===== src/rtl/ioc_detect.sv =====
module ioc_detect #(
  parameter int W = 8,
  parameter int N = 4
) (
  input  logic         clk,
  input  logic         por_n,
  input  logic         rst_n,
  input  logic [W-1:0] pin_in,
  input  logic [W-1:0] dir_in,
  input  logic [N-1:0] pin_en,
  input  logic         gie_en,
  input  logic         port_rd,
  input  logic         port_wr,
  input  logic         flag_clr,
  output logic         chg_flag,
  output logic         chg_irq,
  output logic         wake
);
  localparam int LO = W - N;

  logic [N-1:0] snap;
  logic [N-1:0] live;
  logic         access;

  assign live     = pin_en & dir_in[W-1:LO] & (pin_in[W-1:LO] ^ snap);
  assign wake     = |live;
  assign access   = port_rd | port_wr;
  assign chg_irq  = chg_flag & gie_en;

  always_ff @(posedge clk) begin
    if (!por_n || access) snap <= pin_in[W-1:LO];
  end

  always_ff @(posedge clk) begin
    if (!por_n || !rst_n) chg_flag <= 1'b0;
    else if (wake && !access) chg_flag <= 1'b1;
    else if (flag_clr) chg_flag <= 1'b0;
  end


  por_clear_chk: assert property (@(posedge clk) !por_n |=> !chg_flag);

  set_on_diff_chk: assert property (@(posedge clk) disable iff (!por_n || !rst_n)
    (wake && !access) |=> (chg_flag || !rst_n || !por_n));

  sticky_chk: assert property (@(posedge clk) disable iff (!por_n || !rst_n)
    (chg_flag && !flag_clr) |=> (chg_flag || !rst_n || !por_n));

  snap_load_chk: assert property (@(posedge clk) disable iff (!por_n)
    access |=> (snap == $past(pin_in[W-1:LO])));

  snap_keep_chk: assert property (@(posedge clk) disable iff (!por_n)
    (!rst_n && !access && por_n) |=> $stable(snap));

  irq_gate_chk: assert property (@(posedge clk) disable iff (!por_n)
    $rose(chg_irq) |-> gie_en);
endmodule


===== config.mk =====
export PLATFORM = sky130hd
export DESIGN_NAME = ioc_detect
export DESIGN_NICKNAME = d
export VERILOG_FILES = /design/src/rtl/ioc_detect.sv
export SDC_FILE = /design/constraint.sdc
export NUM_CORES = 1
export LEC_CHECK = 0
export BUFFER_PORTS_ARGS = -buffer_cell sky130_fd_sc_hd__buf_2
export CORE_AREA = 2 2 39 41
export CTS_BUF_LIST = sky130_fd_sc_hd__clkbuf_8 sky130_fd_sc_hd__clkbuf_16
export CTS_CLUSTER_SIZE = 30
export DETAILED_ROUTE_END_ITERATION = 8
export DIE_AREA = 0 0 41 43
export PLACE_DENSITY = 0.57
export SYNTH_ARGS = -nofsm -noshare
export SYNTH_HDL_FRONTEND = slang
export SYNTH_SLANG_ARGS = --single-unit

===== constraint.sdc =====
create_clock -name clk -period 2.9 [get_ports clk]
set_input_delay 0.58 -clock clk [delete_from_list [all_inputs] [get_ports clk]]
set_output_delay 0.58 -clock clk [all_outputs]
set_load 0.005 [all_outputs]

**After elaboration in Yosys (flattened, before gate mapping)**

Index checks and enable logic that the tools add are counted.

- Register bits: 5
- Input port bits: 27
- Output and inout port bits: 3
- Word-level logic and storage cells: 17

- Muxes and demuxes: 2
- Bitwise logic cells: 5
- Reduce and logical (&&, ||, !) cells: 8

Operators with widths:

| kind | number |
|---|---|
| $and 4x4->4 | 2 |
| $reduce_or 4->1 | 1 |
| $xor 4x4->4 | 1 |
| $logic_not 1->1 | 3 |
| $logic_or 1x1->1 | 2 |
| $mux 1 | 2 |
| $reduce_bool 2->1 | 1 |
| $and 1x1->1 | 1 |
| $logic_and 1x1->1 | 1 |
| $or 1x1->1 | 1 |

**Longest topological paths before layout**

Gate-level depths: netlist of run 1.

- Depth after elaboration: 5
- Mapped depth: 4
- Mapped depth without buffers: 4

**Worst setup path before layout of run 1**

OpenSTA, ideal clock, no wires.

- Kind: input to output
- From: input pin_in[4]
- To: output wake
- Arrival: 1.198 ns
- Required time: 2.320 ns
- Slack: 1.122 ns
- Cell stages on the path: 3
- Path buffers: 0
- Cells stage by stage: xor2_1 and3_1 a311o_1

- Cells in the longest elaborated chain, start to end: 3

Ends and longest elaborated chain:

| what | RTL line | text |
|---|---|---|
| start: declaration | 8 | `input logic [W-1:0] pin_in,` |
| $xor 4x4->4 | 25 | `assign live = pin_en & dir_in[W-1:LO] & (pin_in[W-1:LO] ^ snap);` |
| $and 4x4->4 | 25 |  |
| $reduce_or 4->1 | 26 | `assign wake = \|live;` |
| end: declaration | 17 | `output logic wake` |

Every way passes these cells.

**Worst setup path in the final report of run 1**

Ends and elaborated chain as after synthesis.

==> reports/metrics.yaml, run 1 <==
floorplan:
  dieWidth_um: 41
  start_util: 0.173
  core_sq_um: 1380
  io_pins: 30
  die_area_sq_um: 1760
  die_h_um: 43
  rows: 14
critical_path:
  crit_type: "primary input to output pin"
  cp-start-kind: "primary input"
  worst_setup_path_end_kind: "output pin"
  crit_chain: "buf_2, xor2_1, and3_1, a311o_1, buf_2"
  arrival_ns: 1.48
  required_ns: 2.32
  critPathMaxFanout: 2
  slowest_stage: "a311o_1"
  cp_common_cell: "buf_2"
  cpPeakStageDelay_ns: 0.34
clock_network:
  clock_sinks: 5
  cts_hold_buf: 0
  root_buffer: "clkbuf_8"
  cts.clk_slew.worst_paths_ns: 0.04
  clock_latency_ns: 0.22
  cts_buffers: 3
  cts_setup_buffers: 0
  cts_max_level: 1
  cts_tree: "yes"
  cts_resized: 0
  clockBufferDepth: 2
power:
  vdd_drop_max_v: 0.000305
  p_leak_nw: 0.212
  p_per_area_nw_per_um2: 582
grt:
  grt_overflow: 0
  grt_pass1_vias: 243
  grt_usage: 0.0739
  grt_pass1_wl_um: 821
  grt_max_degree: 5
  grt_antenna_before_repair: 0
finish:
  multi_input_area_sq_um: 98.8
  area_growth_pct: 71.2
  fillerInstances: 143
  final_nets: 72
  utilization: 0.296
  final-seq-area_sq_um: 140
  drive_above_1_share: 0.545
  diodes: 0
synth:
  synth_seq_cells: 5
  yosys.area.top_type_share: 0.503
  yosysTopAreaCell: "edfxtp_1"
  yosysWarnings: 0
  yosysSeqAreaShare: 0.586
  synth-main-ff-cell: "edfxtp_1"
  netlist_instances: 19
  ys_async_sr_fraction: 0
  postSynthNetCount: 46
  synth.distinct_cells: 12
  avgSynthCellArea_sq_um: 12.6
  synthTopCellsByCount: "4 x edfxtp_1, 3 x nand2_1, 2 x xnor2_1, 2 x xor2_1"
  synth_edf_count: 4
  synth.area.top_cells: "edfxtp_1 50%, dfxtp_1 8.4%, xnor2_1 7.3%"
  synth_area_sq_um: 239
  yosysMostFrequentCell: "edfxtp_1"
placement:
  dp_hpwl_um: 488
  place_congestion: 0.644
  portBuffers: 21
sta:
  fin_worst_skew_ns: 0.00322
  finalCritPeriodShare: 0.709
  worst_pin_slew_ns: 0.164
  whs_ns: 0.565
  fmax_mhz: 486
  slew_headroom: 0.891
  rsz0062_at_grt: "no"
  finalSetupViolCount: 0
  hold_viol_final: 0
  slew_violations: 0
  fin_crit_ns: 2.06
  setup_tns_ns: 0
run_status:
  status: "finished clean"
drt:
  dr_total_vias: 240
  drtAntennaViolNets: 0
  viasPerCell: 4.00
  routedWlPerCell_um: 9.78
  drt_iter0_markers: 1
  wl_um: 587
  firstDrtPassIters: 2
  drc_errors: 0
min_path:
  worstHoldPathType: "primary input to flip-flop"
run:
  maxCapViolCount: 0
[worst paths after layout]
| check | startpoint | endpoint | slack, ns | depth (start not counted) |
|---|---|---|---|---|
| worst max register to register | snap[0] | chg_flag | 1.52 | 4 |
| worst max-delay path | pin_in[4] | wake | 0.84 | 5 |
| worst min-delay path | pin_in[7] | snap[3] | 0.57 | 1 |
| worst min register to register | chg_flag | chg_flag | 0.65 | 2 |
[metrics by stage]
stage          instances  power, mW  worst slack [ns]  cell area (sq um)
6_report              60      0.238             0.843                409
5_1_grt               60      0.252             0.810                409
4_1_cts               60      0.245             0.840                409
3_5_place_dp          56      0.116             0.843                364
3_3_place_gp          56      0.116             0.844                364
2_1_floorplan         19     0.0987              1.12                239
[area by class of cell]
cell class              count  area share
flip-flops and latches      5       0.343
well taps                  16      0.0489
clock buffers               3       0.101
repair buffers             21       0.257
multi-input cells          14       0.242
clock inverters             1     0.00917
[cells in the final DEF, fill, tap and decap left out]
| cell | netlist | routed |
|---|---|---|
| a311o_1 | 1 | 1 |
| nand2_1 | 3 | 3 |
| clkbuf_8 | 0 | 3 |
| inv_1 | 0 | 1 |
| a41o_1 | 1 | 1 |
| and4b_1 | 1 | 1 |
| and2_1 | 1 | 1 |
| nor2_1 | 1 | 1 |
| xnor2_1 | 2 | 2 |
| edfxtp_1 | 4 | 4 |
| dfxtp_1 | 1 | 1 |
| buf_2 | 0 | 21 |
| o22ai_1 | 1 | 1 |
| and3_1 | 1 | 1 |
| xor2_1 | 2 | 2 |
[critical path, delay by kind of cell]
family | cells | cell delay [ns]
AO/OA/AOI/OAI | 1 | 0.34
XOR/XNOR | 1 | 0.13
buffers and inverters | 2 | 0.25
AND/OR/NAND/NOR | 1 | 0.17
[power by group]
group | switching [mW] | internal (mW)
clock network | 0.0325 | 0.0906
logic | 0.0115 | 0.0179
registers | 0.00207 | 0.0836
[kinds of logic (layout without fill, tap and decap cells)]
group / Yosys count / count (layout) / share of synthesized area
and+or+nand+nor: 7 / 7 / 0.157
buffers and inverters: 0 / 25 / 0
xor gates and xnor gates: 4 / 4 / 0.147
DFF: 5 / 5 / 0.586
AOI/OAI and AO/OA: 3 / 3 / 0.110
[state kept, by name, indices dropped and copies added (netlist names)]
name and count:
snap 4, chg_flag 1
[per-layer routing]
| layer | vias to the layer above | global-route usage | share of wire |
|---|---|---|---|
| li1 | 122 | - | - |
| met1 | 96 | 0.0693 | 0.41 |
| met2 | 22 | 0.113 | 0.41 |
| met3 | 0 | 0.0366 | 0.18 |
| met4 | 0 | 0.0600 | 0 |
| met5 | - | 0 | 0 |
Note: power is estimated with default switching activity, not from simulation.
==> run 2: changes to the inputs <==
--- a/config.mk
+++ b/config.mk
@@ -5,13 +5,14 @@
 export SDC_FILE = /design/constraint.sdc
 export NUM_CORES = 1
 export LEC_CHECK = 0
+export ABC_AREA = 1
 export BUFFER_PORTS_ARGS = -buffer_cell sky130_fd_sc_hd__buf_2
 export CORE_AREA = 2 2 39 41
 export CTS_BUF_LIST = sky130_fd_sc_hd__clkbuf_8 sky130_fd_sc_hd__clkbuf_16
 export CTS_CLUSTER_SIZE = 30
 export DETAILED_ROUTE_END_ITERATION = 8
 export DIE_AREA = 0 0 41 43
-export PLACE_DENSITY = 0.57
+export PLACE_DENSITY = 0.64
 export SYNTH_ARGS = -nofsm -noshare
 export SYNTH_HDL_FRONTEND = slang
 export SYNTH_SLANG_ARGS = --single-unit
==> constraint.sdc (replaced) <==
create_clock -name clk -period 1.6 [get_ports clk]
set_input_delay 0.32 -clock clk [delete_from_list [all_inputs] [get_ports clk]]
set_output_delay 0.32 -clock clk [all_outputs]
set_load 0.005 [all_outputs]
==> run 2 against run 1 <==
Wire length is 1.5% higher. First-iteration DRC count grew to 7.0 times the previous value. Power up 85%. Clock power grew 85%. Synthesized cell count increased by 120%. Sequential share of layout area decreased by 4.4 points. Cell area grew 15%. Via count up 33%. Die area unchanged. Critical path type is now flip-flop to output pin. Largest power group unchanged.
==> reports/metrics.yaml, run 2 <==
synth:
  synth_area_sq_um: 299  # +25%
  yosysTopAreaCell: "edfxtp_1"
  synth.distinct_cells: 13  # +1
  yosysWarnings: 0  # unchanged
  synth_edf_count: 4  # unchanged
  synth.area.top_cells: "edfxtp_1 40%, nand2_1 21%, inv_1 13%"
  synth-main-ff-cell: "edfxtp_1"
  synth_seq_cells: 5  # unchanged
  yosysSeqAreaShare: 0.469  # -0.118
  avgSynthCellArea_sq_um: 7.12  # -43%
  yosysMostFrequentCell: "nand2_1"
  yosys.area.top_type_share: 0.402  # -0.101
  synthTopCellsByCount: "17 x nand2_1, 10 x inv_1, 4 x edfxtp_1"
  ys_async_sr_fraction: 0  # unchanged
  postSynthNetCount: 69  # +50%
  netlist_instances: 42  # +23
finish:
  top_register: "snap"
  area_growth_pct: 56.9
  final_nets: 95  # +32%
  drive_above_1_share: 0.388  # -0.157
  final_common_cell: "buf_2"
  reg.largest.list: "snap (4), chg_flag (1)"
  layout_common_cells: "21 x buf_2, 17 x nand2_1, 11 x inv_1, 4 x edfxtp_1, 3 x clkbuf_8"
  final_cell_count_no_fill: 83  # +38%
  diodes: 0  # unchanged
  utilization: 0.339  # +0.0434
  fin_area_sq_um: 469  # +15%
  largest_reg_flops: 4  # unchanged
critical_path:
  timing.critical_path.buf_inv: 1  # -1
  crit_type: "flip-flop to output pin"
  arrival_ns: 1.12  # -0.36 ns
  crit_family: "simple AND/OR/NAND/NOR gates"
  cp-start-kind: "flip-flop"
  cpPeakStageDelay_ns: 0.37  # +0.03 ns
  required_ns: 1.28  # -1.04 ns
  worst_setup_path_end_kind: "output pin"
  slowest_stage: "edfxtp_1"
  critPathMaxFanout: 2  # unchanged
  crit_chain: "or2_1, nand3_2, nand4_1, buf_2"
drt:
  wl_um: 596  # +1.5%
  viasPerCell: 3.83  # -4.2%
  firstDrtPassIters: 3  # +1
  routedWlPerCell_um: 7.18  # -27%
  drtAntennaViolNets: 0  # unchanged
  dr_total_vias: 318  # +33%
  drc_errors: 0  # unchanged
  drt_iter0_markers: 7  # +6
power:
  p_per_area_nw_per_um2: 939  # +61%
  p_leak_nw: 0.287  # +35%
  vdd_drop_max_v: 0.000431  # +41%
clock_network:
  cts_buffers: 3  # unchanged
  cts_tree: "yes"
  cts_setup_buffers: 0  # unchanged
  cts_hold_buf: 0  # unchanged
  clock_latency_ns: 0.22  # about the same
  clock_sinks: 5  # unchanged
  root_buffer: "clkbuf_8"
  clockBufferDepth: 2  # unchanged
  cts_resized: 0  # unchanged
  cts.clk_slew.worst_paths_ns: 0.04  # about the same
  cts_max_level: 1  # unchanged
floorplan:
  die_h_um: 43  # unchanged
  die_area_sq_um: 1760  # unchanged
  rows: 14  # unchanged
  start_util: 0.216  # +0.0434
  core_sq_um: 1380  # unchanged
  io_pins: 30  # unchanged
  dieWidth_um: 41  # unchanged
placement:
  dp_hpwl_um: 496  # +1.8%
  place_congestion: 0.718  # +11%
  place_inst: 79  # +41%
  postPlaceCellArea_sq_um: 424  # +16%
  portBuffers: 21  # unchanged
grt:
  grt_overflow: 0  # unchanged
  grt_pass1_vias: 289  # +19%
  grt_antenna_before_repair: 0  # unchanged
  grt_pass1_wl_um: 1040  # +27%
  grt_usage: 0.0901  # +0.0162
  grt_max_degree: 5  # unchanged
sta:
  fin_worst_skew_ns: 0.00102  # -0.00220 ns
  finalCritPeriodShare: 0.899
  slew_headroom: 0.885  # -0.00517
  worst_pin_slew_ns: 0.171  # +0.00774 ns
  slew_violations: 0  # unchanged
  fmax_mhz: 695
  finalSetupViolCount: 0  # unchanged
  fin_crit_ns: 1.44
  setup_tns_ns: 0  # unchanged
  hold_viol_final: 0  # unchanged
  rsz0062_at_grt: "no"
run:
  maxCapViolCount: 0  # unchanged
run_status:
  status: "finished clean"
min_path:
  worstHoldPathType: "primary input to flip-flop"
==> run 2: cell count changes in the layout (fill, tap and decap cells not counted), sizes merged, moves of 2 or more <==
| cell | previous run | this run |
|---|---|---|
| inv | 1 | 12 |
| nand3 | 0 | 3 |
| xor2 | 2 | 0 |
| nand2 | 3 | 17 |
| xnor2 | 2 | 0 |
==> run 2: stage by stage <==
step                      total power [mW]  worst slack (ns)  hold slack [ns]
after floorplan                      0.184             0.544            0.419
after global placement               0.214             0.371            0.470
after detailed placement             0.216             0.346            0.476
after CTS                            0.446             0.158            0.306
after global routing                 0.464             0.108            0.307
final                                0.441             0.162            0.305
==> run 2: power breakdown <==
group,switching (mW),internal [mW]
Combinational,0.0267,0.0303
Clock,0.0629,0.165
Sequential,0.00446,0.152
==> run 2: final timing paths <==
path                                 from  endpoint  slack [ns]  depth (start not counted)
worst max-delay path              snap[0]      wake        0.16                          4
worst min-delay path            pin_in[4]   snap[0]        0.31                          1
worst max register to register    snap[0]  chg_flag        0.57                          5
worst min register to register   chg_flag  chg_flag        0.47                          2
==> run 2: cells by family after synthesis <==
logic type | after synthesis | share of synthesized area
simple gates | 24 | 0.360
buf+inv | 11 | 0.138
flops | 5 | 0.469
compound gates | 2 | 0.0334
==> run 2: layer usage <==
layer,up-vias,share of wire,GRT usage
met2,14,0.41,0.103
met1,123,0.45,0.125
met4,0,0.042,0.100
li1,177,-,-
met3,4,0.099,0.0157
met5,-,0,0
==> run 2: area by class of cell <==
cell class,count,area [sq um]
Inverter,11,41.3
Multi-Input combinational cell,26,118
Clock inverter,1,3.75
Tap cell,16,20.0
Clock buffer,3,41.3
Fill cell,153,915
Timing Repair Buffer,21,105
Sequential cell,5,140
==> run 2: worst register-to-register path, stage by stage, from the launching register on <==
cell,delay (ns)
edfxtp_1,0.37
or2_1,0.24
nand3_2,0.07
nand2_1,0.05
o21ai_1,0.12
a21oi_1,0.07
